**src/rtl/npc_pkg.sv**
```systemverilog
package npc_pkg;
  localparam int unsigned XLEN = 32;
  localparam logic [5:0] OPC_SPECIAL = 6'd0;
  localparam logic [5:0] OPC_JUMP    = 6'd2;
  localparam logic [5:0] OPC_CALL    = 6'd3;
  localparam logic [5:0] OPC_BEQ     = 6'd4;
  localparam logic [5:0] OPC_BNE     = 6'd5;
  localparam logic [5:0] FN_REGJUMP  = 6'd8;

  // one-hot choice of the next-address source
  typedef struct packed {
    logic from_reg;
    logic from_jump;
    logic from_branch;
    logic from_seq;
  } npc_sel_t;

  function automatic logic [XLEN-1:0] rel_target(input logic [XLEN-1:0] pc4,
                                                 input logic [15:0] off);
    logic [XLEN-1:0] ext;
    ext = {{(XLEN-18){off[15]}}, off, 2'b00};
    return pc4 + ext;
  endfunction

  function automatic logic [XLEN-1:0] region_target(input logic [XLEN-1:0] pc4,
                                                    input logic [25:0] field);
    return {pc4[XLEN-1:XLEN-4], field, 2'b00};
  endfunction
endpackage

```
**src/rtl/npc_decode.sv**
```systemverilog
module npc_decode
  import npc_pkg::*;
(
  input  logic            clk,
  input  logic            rst,
  input  logic [XLEN-1:0] instr,
  input  logic [XLEN-1:0] rs_val,
  input  logic [XLEN-1:0] rt_val,
  output npc_sel_t        sel,
  output logic            is_call
);
  logic [5:0] opc;
  logic [5:0] fn;
  logic       operands_eq;
  logic       is_beq, is_bne, is_jump, is_rjump, branch_taken;

  assign opc          = instr[31:26];
  assign fn           = instr[5:0];
  assign operands_eq  = (rs_val == rt_val);
  assign is_beq       = (opc == OPC_BEQ);
  assign is_bne       = (opc == OPC_BNE);
  assign is_jump      = (opc == OPC_JUMP);
  assign is_call      = (opc == OPC_CALL);
  assign is_rjump     = (opc == OPC_SPECIAL) && (fn == FN_REGJUMP);
  assign branch_taken = (is_beq && operands_eq) || (is_bne && !operands_eq);

  always_comb begin
    sel             = '0;
    sel.from_reg    = is_rjump;
    sel.from_jump   = is_jump || is_call;
    sel.from_branch = branch_taken;
    sel.from_seq    = !(is_rjump || is_jump || is_call || branch_taken);
  end

  assert_single_source_R2: assert property (@(posedge clk) disable iff (rst)
    $onehot(sel));
  assert_bne_equal_falls_R5: assert property (@(posedge clk) disable iff (rst)
    (is_bne && operands_eq) |-> sel.from_seq);
endmodule

```
**src/rtl/npc_target.sv**
```systemverilog
module npc_target
  import npc_pkg::*;
(
  input  logic [XLEN-1:0] pc,
  input  logic [XLEN-1:0] instr,
  input  logic [XLEN-1:0] jr_src,
  input  npc_sel_t        sel,
  output logic [XLEN-1:0] pc_plus4,
  output logic [XLEN-1:0] next_pc
);
  logic [XLEN-1:0] tgt_rel, tgt_region;

  assign pc_plus4   = pc + XLEN'(4);
  assign tgt_rel    = rel_target(pc_plus4, instr[15:0]);
  assign tgt_region = region_target(pc_plus4, instr[25:0]);

  always_comb begin
    next_pc = pc_plus4;
    if (sel.from_reg)         next_pc = jr_src;
    else if (sel.from_jump)   next_pc = tgt_region;
    else if (sel.from_branch) next_pc = tgt_rel;
  end
endmodule

```
**src/rtl/npc_pcreg.sv**
```systemverilog
module npc_pcreg
  import npc_pkg::*;
#(
  parameter logic [XLEN-1:0] RESET_PC = '0
) (
  input  logic            clk,
  input  logic            rst,
  input  logic [XLEN-1:0] next_pc,
  input  npc_sel_t        sel,
  input  logic [XLEN-1:0] instr,
  output logic [XLEN-1:0] pc
);
  always_ff @(posedge clk) begin
    if (rst) pc <= RESET_PC;
    else     pc <= next_pc;
  end

  assert_reset_pc_R1: assert property (@(posedge clk) disable iff (rst)
    $past(rst) |-> (pc == RESET_PC));
  assert_seq_advance_R2: assert property (@(posedge clk) disable iff (rst)
    sel.from_seq |=> (pc == $past(pc) + XLEN'(4)));
  assert_jump_field_R7: assert property (@(posedge clk) disable iff (rst)
    sel.from_jump |=> (pc[27:0] == {$past(instr[25:0]), 2'b00}));
endmodule

```
**src/rtl/npc_unit.sv**
```systemverilog
module npc_unit
  import npc_pkg::*;
#(
  parameter logic [31:0] RESET_PC = 32'h0,
  parameter logic [4:0]  LINK_REG = 5'd31
) (
  input  logic        clk,
  input  logic        rst,
  input  logic [31:0] instr,
  input  logic [31:0] rs_val,
  input  logic [31:0] rt_val,
  input  logic [31:0] jr_src,
  output logic [31:0] pc,
  output logic        link_we,
  output logic [31:0] link_addr,
  output logic [4:0]  link_reg
);
  npc_sel_t    sel;
  logic        is_call;
  logic [31:0] pc_plus4, next_pc;

  npc_decode u_dec (
    .clk(clk), .rst(rst), .instr(instr), .rs_val(rs_val), .rt_val(rt_val),
    .sel(sel), .is_call(is_call)
  );

  npc_target u_tgt (
    .pc(pc), .instr(instr), .jr_src(jr_src), .sel(sel),
    .pc_plus4(pc_plus4), .next_pc(next_pc)
  );

  npc_pcreg #(.RESET_PC(RESET_PC)) u_pc (
    .clk(clk), .rst(rst), .next_pc(next_pc), .sel(sel), .instr(instr), .pc(pc)
  );

  assign link_we   = is_call && !rst;
  assign link_addr = pc_plus4;
  assign link_reg  = LINK_REG;

  assert_link_target_R9: assert property (@(posedge clk) disable iff (rst)
    link_we |=> (pc == {$past(link_addr[31:28]), $past(instr[25:0]), 2'b00}));
  assert_link_only_call_R10: assert property (@(posedge clk) disable iff (rst)
    link_we |-> sel.from_jump && !sel.from_reg);
  assert_regjump_R8: assert property (@(posedge clk) disable iff (rst)
    sel.from_reg |=> (pc == $past(jr_src)));
  assert_branch_rel_R3: assert property (@(posedge clk) disable iff (rst)
    sel.from_branch |=> ((pc - $past(pc) - 32'd4) ==
                          {{14{$past(instr[15])}}, $past(instr[15:0]), 2'b00}));
endmodule

```
**config.mk**
```make
export PLATFORM = sky130hd
export DESIGN_NAME = npc_unit
export DESIGN_NICKNAME = d
export VERILOG_FILES = /design/src/rtl/npc_pkg.sv /design/src/rtl/npc_decode.sv /design/src/rtl/npc_target.sv /design/src/rtl/npc_pcreg.sv /design/src/rtl/npc_unit.sv
export SDC_FILE = /design/constraint.sdc
export NUM_CORES = 1
export LEC_CHECK = 0
export CORE_MARGIN = 2
export CORE_UTILIZATION = 39
export CTS_CLUSTER_SIZE = 12
export DETAILED_ROUTE_END_ITERATION = 8
export PLACE_DENSITY = 0.8
export SYNTH_ARGS = -nofsm -noshare
export SYNTH_HDL_FRONTEND = slang
export SYNTH_SLANG_ARGS = --single-unit
```
**constraint.sdc**
```tcl
create_clock -name clk -period 3.6 [get_ports clk]
set_input_delay 0.36 -clock clk [delete_from_list [all_inputs] [get_ports clk]]
set_output_delay 0.36 -clock clk [all_outputs]
set_load 0.01 [all_outputs]
```
# Word-level counts from Yosys, hierarchy flattened
# Cells that the tools add are included.
word_totals:
  word_cells: 21
  register_bits: 32
  output_inout_bits: 70
op_classes:
  add_sub_neg: 2
  reduce_logical: 9
  n_eq_ne: 6
  mux: 3
ops:
  columns: ["op", "n"]
  rows:
  - ["$mux W32", 3]
  - ["$add A32 B3 Y32 const B", 1]
  - ["$add A32 B32 Y32", 1]
  - ["$eq A32 B32 Y1", 1]
  - ["$eq A6 B2 Y1 const B", 2]
  - ["$eq A6 B3 Y1 const B", 2]
  - ["$eq A6 B4 Y1 const B", 1]
  - ["$logic_not A6 Y1", 1]
  - ["$logic_and A1 B1 Y1", 4]
  - ["$logic_not A1 Y1", 2]
  - ["$logic_or A1 B1 Y1", 2]

# Longest topological paths before layout
depth:
  ltp_word: 7
  depth_mapped: 16

# Cells and area by module
# Synthesis repeated with hierarchy kept, for this count alone.
unflattened:
  hier_cells: 579
  area_unflattened_um2: 4362.9
modules_own_cells:
  columns: ["module", "n_inst", "cells_per_inst", "area_each_um2"]
  rows:
  - ["npc_target", 1, 441, 2942.8]
  - ["npc_pcreg", 1, 67, 863.3]
  - ["npc_decode", 1, 64, 501.7]
  - ["npc_unit", 1, 7, 55.1]

# Worst setup path after synthesis
# Ideal clock, no wire load.
synth_path:
  kind: "reg-to-reg"
  from: "register u_pc.pc[2]"
  to: "register u_pc.pc[31]"
  slack_ns: -0.298
  n_path_buf: 1
  period_less_slack_ns: 3.898
  t_arrival_ns: 3.781
  path_stages_with_launch: 17
  cell_sequence: "dfxtp_1 ha_1 nand4_1 nor3_1 nand3_1 xnor2_1 ha_1 buf_2 a21o_1 a21o_1 a21o_1 a211o_1 o21ai_1 a31o_1 mux2i_1 mux2i_1 nand2_1"
synth_via:
  elab_chain_len: 5
synth_lines:
  columns: ["element", "line_no", "rtl"]
  rows:
  - ["start: declaration", "npc_pcreg.sv:11", "output logic [XLEN-1:0] pc"]
  - ["start signal: assignment", "npc_pcreg.sv:15", "else pc <= next_pc;"]
  - ["$add A32 B3 Y32", "npc_target.sv:13", "assign pc_plus4 = pc + XLEN'(4);"]
  - ["named net link_addr[16]", "npc_unit.sv:15", "output logic [31:0] link_addr,"]
  - ["$add A32 B32 Y32", "npc_pkg.sv:22", "return pc4 + ext;"]
  - ["$mux W32", "npc_target.sv:21", "else if (sel.from_branch) next_pc = tgt_rel;"]
  - ["$mux W32", "npc_target.sv:20", "else if (sel.from_jump) next_pc = tgt_region;"]
  - ["$mux W32", "npc_target.sv:19", "if (sel.from_reg) next_pc = jr_src;"]
# The timed path passes the listed nets, and every way through them passes these cells.
# A chain may end at the register's enable or synchronous reset.

# Worst setup path after layout
layout_path:
  from: "register u_pc.pc[3]"
  to: "register u_pc.pc[31]"
layout_via:
  elab_chain_len: 5
layout_lines:
  columns: ["element", "line_no"]
  rows:
  - ["$add A32 B3 Y32 *", "npc_target.sv:13"]
  - ["$add A32 B32 Y32", "npc_pkg.sv:22"]
  - ["$mux W32", "npc_target.sv:21"]
  - ["$mux W32 *", "npc_target.sv:20"]
  - ["$mux W32 *", "npc_target.sv:19"]
# Mark *: on every way between the ends. The rest lies on a longest branch, timed or not.

==> impl_metrics.csv <==
group,metric,value,unit
cells_and_area,largest_reg_flops,32,
min_path,min_from,"u_pc.pc[1]",
grt,grt_max_degree,52,
clock_network,root_buffer,"clkbuf_8",
cells_and_area,max_flop_register,"u_pc.pc",
critical_path,r2r_setup_slack,0.09,ns
routing,postRouteWirelength,16900,um
synthesis,async_flop_share,0,%
clock_network,cts_hold_buffers,0,
critical_path,endpoint_kind,"flip-flop",
clock_network,clock_sinks,32,
synthesis,syn-instance-count,554,
timing,finalHoldViolCount,0,
routing,ant_nets,0,
timing,hold_slack,0.567,ns
synthesis,synth_warnings,0,
synthesis,synth-main-ff-cell,"dfxtp_1",
grt,first_global_vias,5119,
min_path,min_path_type,"flip-flop to flip-flop",
die,io_pins,200,
routing,viasPerCell,5.61,
min_path,holdPathEnd,"u_pc.pc[1]",
timing,tightest_slew,0.849,ns
synthesis,synth-compound-area-share,25.8,%
clock_network,cts_buffer_depth,2,
pwr,power_frac_clock,30.0,%
synthesis,synth.distinct_cells,68,
timing,max_freq,285,MHz
pwr,p_sw_share,31.3,%
die,die_x,109,um
place,post-dp-hpwl,13100,um
timing,fin_crit,3.51,ns
critical_path,crit_type,"flip-flop to flip-flop",
synthesis,yosysSeqAreaShare,14.9,%
synthesis,synth_top_area_share,14.9,%
cells_and_area,antenna_cells_inserted,0,
clock_network,clk_latency,0.30,ns
cells_and_area,reg_top3,"u_pc.pc: 32 flops",
cells_and_area,fin_area,7030,um2
clock_network,cts_tree,"yes",
routing,drt_iter0_drc,279,
synthesis,synthXorXnorAreaFrac,17.1,%
flow_run,timing.max_cap.violations,0,
critical_path,worst_r2r_endpoint,"u_pc.pc[31]",
pwr,p_seq_share,27.9,%
timing,max_slew_margin,43.2,%
synthesis,syn_area_per_cell,7.76,um2
die,rows,38,
synthesis,synthMuxAreaShare,3.75,%
synthesis,synth_area,4300,um2
pwr,p_total,0.00136,W
synthesis,yosys.area_share.adder,10.9,%
synthesis,yosys.area_share.simple,21.7,%
outcome,status,"completed",
synthesis,synth_top_family_by_area,"compound AO/OA/AOI/OAI gates",
routing,routed-via-count,5202,
critical_path,start_kind,"flip-flop",
cells_and_area,layout_common_cells,"194 x clkdlybuf4s50_1, 58 x buf_4, 50 x xor2_1",
synthesis,synth_edf_count,0,
place,placed_area,6660,um2
timing,timing.final.crit_share,97.6,%
timing,grt_setup_unrepaired,"yes",
place,dp_slack,-0.114,ns
grt,grt_antenna_before_repair,0,
pwr,net-switching-power,0.000425,W
critical_path,crit_arrival,3.71,ns
die,coreArea,10800,um2
cells_and_area,finalNetCount,954,
place,gp_routability_congestion,0.933,
critical_path,critical_path_required,3.80,ns
timing,slew_violations,0,
routing,post_drt_wl_per_cell,18.2,um
die,die_y,109,um
pwr,p_leak,3.06,nW
grt,overflow,0,
synthesis,yosysTopAreaCell,"dfxtp_1",
pwr,internal_power,0.000932,W
die,die_area,11900,um2
timing,setup_viol,0,
grt,grt.total_usage,27.3,%
timing,setup_slack,0.0858,ns
pwr,peakVddDrop,0.000135,V
cells_and_area,syn2layout_area_growth,63.5,%
routing,first_pass_iters,5,
cells_and_area,drive_above_1_share,16.0,%
critical_path,r2r_start,"u_pc.pc[3]",
grt,grt_pass1_wl,25200,um
synthesis,synthTopCellsByArea,"dfxtp_1 15%, xor2_1 11%, ha_1 10%, xnor2_1 6.1%, a21oi_1 5.0%",
cells_and_area,layout_commonest_cell,"clkdlybuf4s50_1",
min_path,min_path_cells,2,
place,io_buffers,194,
critical_path,r2r_cells,15,
clock_network,cts-htree-levels,2,
synthesis,ys_seq_elements,32,
timing,skew,0.0130,ns
pwr,power_density,193,nW/um2
die,initial_utilization,39.9,%
pwr,p_comb_share,42.0,%
clock_network,cts_buffers,5,
critical_path,crit_fanout,5,
clock_network,clk_pin_slew,0.09,ns
routing,drc_errors,0,
-- power by group through the flow --
stage | clock (W) | combinational [W] | sequential, W
after global routing | 0.000428 | 0.000614 | 0.000380
after global placement | 0 | 0.000539 | 0.000385
after floorplan | 0 | 0.000245 | 0.000393
after CTS | 0.000416 | 0.000550 | 0.000377
after detailed placement | 0 | 0.000546 | 0.000386
final | 0.000408 | 0.000571 | 0.000379
-- metrics by stage --
stage / setup TNS, ns / cells / util, %
final: 0 / 928 / 65.2
after CTS: -0.00598 / 922 / 63.1
after floorplan: 0 / 558 / -
after global routing: -0.236 / 928 / 65.2
after detailed placement: -0.142 / 913 / 61.7
after global placement: -0.0830 / 913 / 61.7
-- area by class of cell --
type | count | area, um2
fill | 892 | 3760
multi-input combinational | 483 | 3640
timing repair buffer | 253 | 2400
sequential | 32 | 651
tap | 140 | 175
clock buffer | 7 | 96.3
inverter | 12 | 45.0
clock inverter | 1 | 30.0
-- cell usage after synthesis (all sizes together), types with 4 or more instances --
library cell	number
xor2	52
nand2	45
a21oi	44
nor2	42
ha	36
dfxtp	32
xnor2	31
nand3	21
a21o	20
o21ai	19
buf	17
mux2i	15
nand4	15
nor4	15
clkbuf	13
inv	12
a211oi	10
and3	10
nor3	10
o211ai	10
o21a	9
o31ai	9
a211o	7
a31o	7
nand2b	5
o21bai	5
a22oi	4
o22ai	4
or3	4
-- per-layer routing --
layer	up-vias	wire (um)	global-route usage, %	share of wire (%)
met5	-	0	0	0
met4	0	451	9.07	2.7
met3	36	1220	4.84	7.2
met2	238	8490	48.7	50
met1	2423	6710	32.7	40
li1	2505	-	-	-
-- repair_timing --
item                                    CTS  global route
endpoints found under the setup margin    2            14
cloned                                    0             0
pin swaps                                 1            18
buffers inserted                          1             6
gates resized for setup                   4            37
-- cells by family (layout without fill, tap and decap cells) --
| logic type | count (synthesis) | count (layout) |
|---|---|---|
| compound gates | 162 | 162 |
| xor+xnor | 83 | 83 |
| fa+ha+maj | 37 | 37 |
| buf+inv | 43 | 273 |
| flops | 32 | 32 |
| mux | 16 | 16 |
| other cells | 1 | 5 |
| simple gates | 180 | 180 |
-- worst max path at each step --
| stage | start | to | slack (ns) | cells after the start |
|---|---|---|---|---|
| finish | u_pc.pc[3] | u_pc.pc[31] | 0.09 | 15 |
| global route | u_pc.pc[3] | u_pc.pc[31] | -0.09 | 15 |
| CTS | u_pc.pc[21] | u_pc.pc[31] | -0.006 | 14 |
| detailed placement | u_pc.pc[21] | u_pc.pc[31] | -0.11 | 14 |
| global placement | u_pc.pc[21] | u_pc.pc[31] | -0.08 | 14 |
| floorplan | u_pc.pc[2] | u_pc.pc[31] | 0.04 | 16 |
-- worst max-delay path, stage by stage (launching register included) --
cell	delay, ns
dfxtp_4	0.38
ha_4	0.15
nand4_1	0.20
nor3_4	0.37
nand4_4	0.20
buf_4	0.20
nor2_1	0.14
xor2_1	0.24
ha_1	0.29
a21o_1	0.16
a21o_1	0.16
a21oi_1	0.26
a31o_1	0.20
mux2i_1	0.21
mux2i_1	0.21
nand2_1	0.06
Note: power is estimated with default switching activity, not from simulation.
